`config.mk`:
```
export PLATFORM = sky130hd
export DESIGN_NAME = tx_srcaddr_ins
export DESIGN_NICKNAME = d
export VERILOG_FILES = /design/src/rtl/srcaddr_pkg.sv /design/src/rtl/srcaddr_shadow.sv /design/src/rtl/srcaddr_pos.sv /design/src/rtl/srcaddr_ins_seq.sv /design/src/rtl/tx_srcaddr_ins.sv
export SDC_FILE = /design/constraint.sdc
export NUM_CORES = 1
export LEC_CHECK = 0
export BUFFER_PORTS_ARGS = -buffer_cell sky130_fd_sc_hd__buf_2
export CAP_MARGIN = 10
export CELL_PAD_IN_SITES_DETAIL_PLACEMENT = 2
export CELL_PAD_IN_SITES_GLOBAL_PLACEMENT = 2
export CORE_MARGIN = 1.5
export CORE_UTILIZATION = 24
export CTS_BUF_LIST = sky130_fd_sc_hd__clkbuf_8 sky130_fd_sc_hd__clkbuf_16
export DETAILED_ROUTE_END_ITERATION = 12
export MAX_ROUTING_LAYER = met4
export PLACE_DENSITY = 0.61
export SYNTH_ARGS = -nofsm -noshare
export SYNTH_HDL_FRONTEND = slang
export SYNTH_SLANG_ARGS = --single-unit
```
`constraint.sdc`:
```
create_clock -name clk_i -period 5.31 [get_ports clk_i]
set_input_delay 0 -clock clk_i [delete_from_list [all_inputs] [get_ports clk_i]]
set_output_delay 0 -clock clk_i [all_outputs]
set_load 0.1 [all_outputs]
```
`src/rtl/srcaddr_pkg.sv`:
```
package srcaddr_pkg;
  typedef enum logic [1:0] {
    ACT_PASS    = 2'd0,
    ACT_INSERT  = 2'd1,
    ACT_REPLACE = 2'd2
  } sa_act_e;

  localparam logic [1:0] OP_INSERT  = 2'b10;
  localparam logic [1:0] OP_REPLACE = 2'b11;

  function automatic sa_act_e decode_op(input logic [2:0] mode);
    case (mode[1:0])
      OP_INSERT:  return ACT_INSERT;
      OP_REPLACE: return ACT_REPLACE;
      default:    return ACT_PASS;
    endcase
  endfunction
endpackage

```
`src/rtl/srcaddr_shadow.sv`:
```
module srcaddr_shadow
  import srcaddr_pkg::*;
#(
  parameter int ADDR_W = 48
) (
  input  logic              clk_i,
  input  logic              rst_ni,
  input  logic [2:0]        mode_i,
  input  logic [ADDR_W-1:0] addr0_i,
  input  logic [ADDR_W-1:0] addr1_i,
  input  logic              start_i,    // first byte on offer
  input  logic              start_take_i,
  output sa_act_e           act_o,
  output logic [ADDR_W-1:0] addr_o
);
  sa_act_e           act_q, live_act;
  logic [ADDR_W-1:0] addr_q, live_addr;

  assign live_act  = decode_op(mode_i);
  assign live_addr = mode_i[2] ? addr1_i : addr0_i;

  always_ff @(posedge clk_i or negedge rst_ni) begin
    if (!rst_ni) begin
      act_q  <= ACT_PASS;
      addr_q <= '0;
    end else if (start_take_i) begin
      act_q  <= live_act;
      addr_q <= live_addr;
    end
  end

  assign act_o  = start_i ? live_act  : act_q;
  assign addr_o = start_i ? live_addr : addr_q;

  AST_SHADOW_STABLE: assert property (@(posedge clk_i) disable iff (!rst_ni)
    !start_take_i |=> ($stable(act_q) && $stable(addr_q)));
endmodule

```
`src/rtl/srcaddr_pos.sv`:
```
module srcaddr_pos #(
  parameter int IDX_W = 4,
  parameter int SAT   = 12
) (
  input  logic             clk_i,
  input  logic             rst_ni,
  input  logic             take_i,
  input  logic             sof_i,
  input  logic             eof_i,
  output logic [IDX_W-1:0] idx_o
);
  logic [IDX_W-1:0] idx_q;

  assign idx_o = sof_i ? '0 : idx_q;

  always_ff @(posedge clk_i or negedge rst_ni) begin
    if (!rst_ni)               idx_q <= '0;
    else if (take_i) begin
      if (eof_i)               idx_q <= '0;
      else if (idx_o == IDX_W'(SAT)) idx_q <= IDX_W'(SAT);
      else                     idx_q <= idx_o + 1'b1;
    end
  end
endmodule

```
`src/rtl/srcaddr_ins_seq.sv`:
```
module srcaddr_ins_seq #(
  parameter int AB    = 6,
  parameter int CNT_W = 3
) (
  input  logic             clk_i,
  input  logic             rst_ni,
  input  logic             start_i,
  input  logic             adv_i,
  output logic             active_o,
  output logic [CNT_W-1:0] cnt_o
);
  localparam logic [CNT_W-1:0] LAST = CNT_W'(AB - 1);

  always_ff @(posedge clk_i or negedge rst_ni) begin
    if (!rst_ni) begin
      active_o <= 1'b0;
      cnt_o    <= '0;
    end else if (start_i) begin
      active_o <= 1'b1;
      cnt_o    <= '0;
    end else if (active_o && adv_i) begin
      if (cnt_o == LAST) active_o <= 1'b0;
      else               cnt_o    <= cnt_o + 1'b1;
    end
  end
endmodule

```
`src/rtl/tx_srcaddr_ins.sv`:
```
module tx_srcaddr_ins
  import srcaddr_pkg::*;
#(
  parameter int DA_BYTES   = 6,
  parameter int ADDR_BYTES = 6,
  parameter int DATA_W     = 8
) (
  input  logic                         clk_i,
  input  logic                         rst_ni,
  input  logic [2:0]                   mode_i,
  input  logic [ADDR_BYTES*DATA_W-1:0] addr0_i,
  input  logic [ADDR_BYTES*DATA_W-1:0] addr1_i,
  input  logic                         in_valid_i,
  output logic                         in_ready_o,
  input  logic [DATA_W-1:0]            in_data_i,
  input  logic                         in_sof_i,
  input  logic                         in_eof_i,
  output logic                         out_valid_o,
  input  logic                         out_ready_i,
  output logic [DATA_W-1:0]            out_data_o,
  output logic                         out_sof_o,
  output logic                         out_eof_o
);
  localparam int ADDR_W = ADDR_BYTES * DATA_W;
  localparam int SAT    = DA_BYTES + ADDR_BYTES;
  localparam int IDX_W  = $clog2(SAT + 1);
  localparam int CNT_W  = (ADDR_BYTES > 1) ? $clog2(ADDR_BYTES) : 1;

  logic              ins_active, take_in, out_fire, frame_start, sof_take, start_ins;
  logic [CNT_W-1:0]  ins_cnt;
  logic [IDX_W-1:0]  cur_idx;
  sa_act_e           eff_act;
  logic [ADDR_W-1:0] eff_addr;
  logic [DATA_W-1:0] addr_b [ADDR_BYTES];
  logic [DATA_W-1:0] ins_byte, rep_byte;
  logic              rep_win;

  assign in_ready_o  = out_ready_i && !ins_active;
  assign out_valid_o = ins_active || in_valid_i;
  assign take_in     = in_valid_i && in_ready_o;
  assign out_fire    = out_valid_o && out_ready_i;
  assign frame_start = in_valid_i && in_sof_i && !ins_active;
  assign sof_take    = take_in && in_sof_i;

  srcaddr_shadow #(.ADDR_W(ADDR_W)) u_shadow (
    .clk_i, .rst_ni, .mode_i, .addr0_i, .addr1_i,
    .start_i(frame_start), .start_take_i(sof_take),
    .act_o(eff_act), .addr_o(eff_addr)
  );

  srcaddr_pos #(.IDX_W(IDX_W), .SAT(SAT)) u_pos (
    .clk_i, .rst_ni, .take_i(take_in), .sof_i(in_sof_i), .eof_i(in_eof_i),
    .idx_o(cur_idx)
  );

  // insertion only when the frame continues past the destination address
  assign start_ins = take_in && !in_eof_i && (eff_act == ACT_INSERT)
                     && (cur_idx == IDX_W'(DA_BYTES - 1));

  srcaddr_ins_seq #(.AB(ADDR_BYTES), .CNT_W(CNT_W)) u_seq (
    .clk_i, .rst_ni, .start_i(start_ins), .adv_i(out_fire),
    .active_o(ins_active), .cnt_o(ins_cnt)
  );

  for (genvar g = 0; g < ADDR_BYTES; g++) begin : g_octet
    assign addr_b[g] = eff_addr[g*DATA_W +: DATA_W];
  end

  always_comb begin
    ins_byte = '0;
    rep_byte = '0;
    rep_win  = 1'b0;
    for (int k = 0; k < ADDR_BYTES; k++) begin
      if (ins_cnt == CNT_W'(k)) ins_byte = addr_b[k];
      if (cur_idx == IDX_W'(DA_BYTES + k)) begin
        rep_win  = (eff_act == ACT_REPLACE);
        rep_byte = addr_b[k];
      end
    end
  end

  always_comb begin
    if (ins_active) begin
      out_data_o = ins_byte;
      out_sof_o  = 1'b0;
      out_eof_o  = 1'b0;
    end else begin
      out_data_o = rep_win ? rep_byte : in_data_i;
      out_sof_o  = in_sof_i;
      out_eof_o  = in_eof_i;
    end
  end

  AST_INS_HOLD: assert property (@(posedge clk_i) disable iff (!rst_ni)
    (ins_active && !out_ready_i) |=> (ins_active && $stable(out_data_o)));
  AST_INS_SIX: assert property (@(posedge clk_i) disable iff (!rst_ni)
    $fell(ins_active) |-> ($past(ins_cnt) == CNT_W'(ADDR_BYTES - 1)));
  AST_RESERVED_PASS: assert property (@(posedge clk_i) disable iff (!rst_ni)
    (!ins_active && eff_act == ACT_PASS && out_valid_o) |-> (out_data_o == in_data_i));
  AST_REPLACE_NO_STALL: assert property (@(posedge clk_i) disable iff (!rst_ni)
    (eff_act == ACT_REPLACE) |-> !ins_active);
endmodule

```
Yosys cells after proc, flatten, opt, wreduce, memory -nomap -nowiden
Cells that the tools add are included.

storage, ports and cells
  register bits after elaboration = 58
  bits of input ports = 113
  output and inout bits = 12
  word-level logic and storage cells = 78

operators by class
  add/sub/neg operators = 2
  equality and inequality tests = 18
  mux-type cells = 35
  reductions and logical operators = 18

operators with widths
  cell                                                             number
  8-bit two-way mux                                                14
  48-bit two-way mux                                               2
  4-bit == test, second input constant                             5
  4-bit by 3-bit == test with 1-bit output, second input constant  3
  4-bit two-way mux                                                3
  1-bit two-way mux                                                11
  1-bit logical AND                                                10
  3-bit two-way mux                                                3
  2-bit == test, second input constant                             3
  3-bit by 2-bit == test with 1-bit output, second input constant  2
  3-bit == test, second input constant                             2
  4-bit by 1-bit adder with 4-bit output, second input constant    1
  2-bit one-hot mux with 2 select lines                            1
  2-bit AND reduction                                              2
  2-bit nonzero test                                               2
  3-bit by 1-bit adder with 3-bit output, second input constant    1
  3-bit by 1-bit == test with 1-bit output, second input constant  1
  3-bit zero test                                                  1
  2-bit by 1-bit == test with 1-bit output, second input constant  1
  1-bit zero test                                                  2
  2-bit two-way mux                                                1
  2-bit != test, second input constant                             1
  1-bit logical OR                                                 1

Depth between registers and ports, before layout
  depth after elaboration = 12
  depth in mapped cells = 10
  mapped depth without buffers = 8

Modules after synthesis
From an unflattened synthesis, not the netlist that was laid out.

unflattened totals
  cell total of the unflattened synthesis = 536
  area total of the unflattened synthesis = 4361.7 µm²

by module, submodules not included
  module           instances  cells each  area each (µm²)  sequential area each (µm²)
  srcaddr_shadow   1          326         2806.4           1251.2
  tx_srcaddr_ins   1          158         1076.0           0.0
  srcaddr_pos      1          31          260.2            100.1
  srcaddr_ins_seq  1          21          219.0            100.1

Least setup slack after synthesis
No wires, ideal clock.

  path type = reg-to-output
  from = reg u_pos.idx_q[1]
  to = out out_data_o[0]
  arrival time = 4.576 ns
  data required time = 5.310 ns
  slack = 0.734 ns
  cell stages (with the launch flop) = 9
  path buffers = 1
  cells stage by stage = dfrtp_1 > nor2b_1 > inv_1 > ha_1 > or4_1 > clkbuf_1 > o22ai_1 > nor3_1 > nor4_1

between the ends
  word-level cells in the longest chain between the ends = 10
  elaborated cells between the ends (all ways) = 21
  classes of those cells = 6 x eq/ne; 15 x mux

ends and longest elaborated chain
  what                                                                         RTL line              RTL
  start: declaration                                                           srcaddr_pos.sv:12     logic [IDX_W-1:0] idx_q;
  start signal: assignment                                                     srcaddr_pos.sv:20     else if (idx_o == IDX_W'(SAT)) idx_q <= IDX_W'(SAT);
  start signal: assignment                                                     srcaddr_pos.sv:21     else idx_q <= idx_o + 1'b1;
  4-bit two-way mux *                                                          srcaddr_pos.sv:14     assign idx_o = sof_i ? '0 : idx_q;
  4-bit by 3-bit == test with 1-bit output                                     tx_srcaddr_ins.sv:75  if (cur_idx == IDX_W'(DA_BYTES + k)) begin
  8-bit two-way mux / 1-bit two-way mux (equally long branches) (6 in series)  tx_srcaddr_ins.sv:75
  8-bit two-way mux *                                                          tx_srcaddr_ins.sv:88  out_data_o = rep_win ? rep_byte : in_data_i;
  8-bit two-way mux *                                                          tx_srcaddr_ins.sv:83  if (ins_active) begin
  end: declaration                                                             tx_srcaddr_ins.sv:20  output logic [DATA_W-1:0] out_data_o,

Every way passes the cells marked *; elsewhere a longest branch is shown, timed or not.

Worst setup path in the final report
  from = reg u_seq.active_o
  to = out out_data_o[1]

between the ends
  word-level cells in the longest chain between the ends = 12
  elaborated cells between the ends (all ways) = 25
  classes of those cells = 1 x eq/ne; 22 x mux; 2 x reduce/logical

ends and longest elaborated chain
  what                             RTL line               RTL
  start: declaration               srcaddr_ins_seq.sv:9   output logic active_o,
  start signal: assignment         srcaddr_ins_seq.sv:16  active_o <= 1'b0;
  start signal: assignment         srcaddr_ins_seq.sv:19  active_o <= 1'b1;
  start signal: assignment         srcaddr_ins_seq.sv:22  if (cnt_o == LAST) active_o <= 1'b0;
  1-bit zero test                  tx_srcaddr_ins.sv:42   assign frame_start = in_valid_i && in_sof_i && !ins_active;
  1-bit logical AND                tx_srcaddr_ins.sv:42
  2-bit two-way mux                srcaddr_shadow.sv:32   assign act_o = start_i ? live_act : act_q;
  2-bit == test                    tx_srcaddr_ins.sv:76   rep_win = (eff_act == ACT_REPLACE);
  1-bit two-way mux (6 in series)  tx_srcaddr_ins.sv:75
  8-bit two-way mux                tx_srcaddr_ins.sv:88
  8-bit two-way mux *              tx_srcaddr_ins.sv:83

Marks and branches as above.

==> results.yml <==
floorplan:
  die_x_um: 139
  die_h_um: 139
  rows: 49
  start_util: 0.246
  die_area_um2: 19300
  fp.coreArea_um2: 18000
  io_pins: 125
routing:
  route.detailed.drc: 0
  wl_per_cell_um: 20.2
  firstDrtPassIters: 4
  avgViaCountPerCell: 5.09
  drtIter0Drc: 173
  via_count: 4065
  routed_wl_mm: 16.2
  ant_nets: 0
clock_network:
  insertion_delay_ns: 0.34
  ctsResizeCount: 0
  clk_pin_slew_worst_paths_ns: 0.05
  cts-root-buf: "clkbuf_16"
  clk_path_buf_depth: 2
  h-tree-depth: 3
  cts_tree: "yes"
  clkSinkCount: 58
  numCtsBuffers: 9
  cts_setup_buffers: 0
critical_path:
  worstRegToRegCells: 4
  worstPathRequired_ns: 5.31
  r2r_end: "u_shadow.addr_q[29]"
  crit_type: "flop to output pin"
  reg2reg_from: "u_seq.active_o"
  critical_path_arrival_ns: 3.93
  critPathCaptureType: "output pin"
  worstPathCellList: "and3b_2 > buf_4 > mux2i_1 > nor2_1 > o21ai_0 > a211oi_1 > buf_2"
  cpMaxStageDelayCell: "and3b_2"
  crit_end: "out_data_o[1]"
  critPathMaxStageDelay_ns: 0.84
  startpoint_type: "flop"
  cp-startpoint: "u_seq.active_o"
  cp_max_fo: 31
  rrSetupSlack_ns: 2.28
timing:
  tightest_slew_ns: 1.04
  max_clock_freq_mhz: 254
  relSlewSlack: 0.308
  fin_crit_ns: 3.93
  setup_ws_ns: 1.38
  setup_viol: 0
  drv_slew: 0
  rsz0062_at_grt: "no"
  skew_ns: 0.00354
  holdWs_ns: 0.0122
  fin_crit_sh: 0.741
  final-hold-violation-count: 0
  tns_ns: 0
logic_synthesis:
  synth_common_cells: "mux2_2, dfrtp_1, mux2i_1, nand2_1, o22ai_1"
  synth_seq_cells: 58
  synth_edf_count: 0
  synth_fp_nets: 570
  yosysMostFrequentCell: "mux2_2"
  synth_top_area_share: 0.328
  yosys-top-cells-area: "dfrtp_1, mux2_2, mux2i_1, o22ai_1, nand2_1"
  syn-cell-area_um2: 4430
  synthCells: 448
  yosys_warnings: 0
  yosysSeqAreaShare: 0.328
  syn-mean-instance-area_um2: 9.89
  synth-main-ff-cell: "dfrtp_1"
  ys_types: 42
  yosys.area.top_type: "dfrtp_1"
  async_flop_share: 1.00
global_routing:
  grt_max_degree: 59
  antenna_found_initial: 0
  grt_pass1_vias: 4442
  grt_pass1_wl_mm: 25.2
  grt_overflow: 0
  grtUsageTotal: 0.175
run:
  max-cap-violations: 0
finish:
  layout-drive-gt1-share: 0.420
  n_fill_cell: 2055
  seqCellArea_um2: 1450
  multi_input_area_um2: 2770
  syn_to_final_growth_pct: 25.5
  diodes: 0
  final_nets: 686
power:
  p_clk_frac: 0.397
  p_leak_nw: 2.30
  internal-power_mw: 1.12
  ir_drop_mv: 0.145
  swShare: 0.299
  combPwrFrac: 0.242
  p_sw_mw: 0.475
  p_per_area_nw_per_um2: 286
  finalPower_mw: 1.59
  p_seq_frac: 0.360
min_path:
  hold_path_class: "input pin to flop"
run_status:
  status: "finished, final reports clean"
place:
  hpwl_mm: 12.2
  gp_congestion: 0.844
  io_buffers: 124
  pre_cts_slack_ns: 1.72
## registers in the layout (all words and copies together) (netlist names)
signal and flops:
u_pos.idx_q 4, u_shadow.addr_q 48, u_seq.active_o 1, u_shadow.act_q 2, u_seq.cnt_o 3
## worst min-delay path by stage
stage | end | start | slack, ns | cells past startpoint
6_report | u_shadow.addr_q[46] | addr0_i[46] | 0.01 | 3
5_1_grt | u_shadow.addr_q[33] | addr0_i[33] | 0.05 | 3
4_1_cts | u_shadow.addr_q[46] | addr0_i[46] | 0.01 | 3
3_5_place_dp | u_seq.cnt_o[0] | rst_ni | 0.23 | 2
3_3_place_gp | u_seq.cnt_o[0] | rst_ni | 0.21 | 2
2_1_floorplan | u_pos.idx_q[0] | rst_ni | -0.30 | 0
## layout make-up
class	instances	share of cell area
multi-input combinational	355	0.498
sequential	58	0.261
tap	229	0.0515
inverter	6	0.00405
clock buffer	10	0.0430
clock inverter	6	0.0146
timing repair buffer	134	0.128
## what timing repair did
action,4_1_cts,5_1_grt
hold endpoints to repair,63,0
setup endpoints to repair,0,0
hold buffers,6,0
## power groups by stage
stage	sequential (mW)	clock, mW	combinational [mW]
after floorplan	0.561	0	0.262
after detailed placement	0.580	0	0.387
after CTS	0.574	0.654	0.391
after global routing	0.584	0.668	0.420
final	0.574	0.633	0.386
after global placement	0.574	0	0.369
## critical path: cells and delay by family, from the launching register on
| family | cells | cell delay (ns) |
|---|---|---|
| buf+inv | 2 | 1.06 |
| simple gates | 2 | 0.97 |
| flops | 1 | 0.69 |
| compound gates | 2 | 0.57 |
| mux | 1 | 0.26 |
## stage by stage
| stage | std cells | util | instance area [µm²] |
|---|---|---|---|
| CTS | 798 | 0.309 | 5560 |
| detailed placement | 776 | 0.287 | 5180 |
| floorplan | 448 | - | 4430 |
| global placement | 775 | 0.287 | 5170 |
| finish | 798 | 0.309 | 5560 |
| global route | 798 | 0.309 | 5560 |
## layer usage
metal,wire length [µm],track usage
met2,7620,0.278
met3,846,0.0269
met4,428,0.0757
met5,0,-
met1,7260,0.222
## cells in the final DEF, fill, tap and decap left out, types with 6 or more instances in the layout
| cell | count |
|---|---|
| nor2b_1 | 6 |
| a21oi_1 | 23 |
| nor3_1 | 8 |
| nor2_1 | 20 |
| dfrtp_1 | 58 |
| o22ai_1 | 29 |
| nand2_1 | 38 |
| nand3_1 | 10 |
| clkbuf_16 | 9 |
| mux2i_1 | 49 |
| mux2_2 | 89 |
| o21ai_0 | 12 |
| a211oi_1 | 13 |
| a22oi_1 | 12 |
| buf_2 | 124 |
| dlygate4sd3_1 | 6 |
| inv_1 | 7 |
| ha_1 | 9 |
## cell families (layout without fill, tap and decap cells)
group                    count (synthesis)  count (layout)  synth area share
flip-flops                              58              58             0.328
buffers and inverters                   35             156            0.0480
AO/OA/AOI/OAI                          101             101             0.143
multiplexers                           138             138             0.337
XOR/XNOR                                 1               1           0.00198
AND/OR/NAND/NOR                        106             106             0.117
adder cells (fa/ha/maj)                  9               9            0.0254
Note: power is estimated with default switching activity, not from simulation.
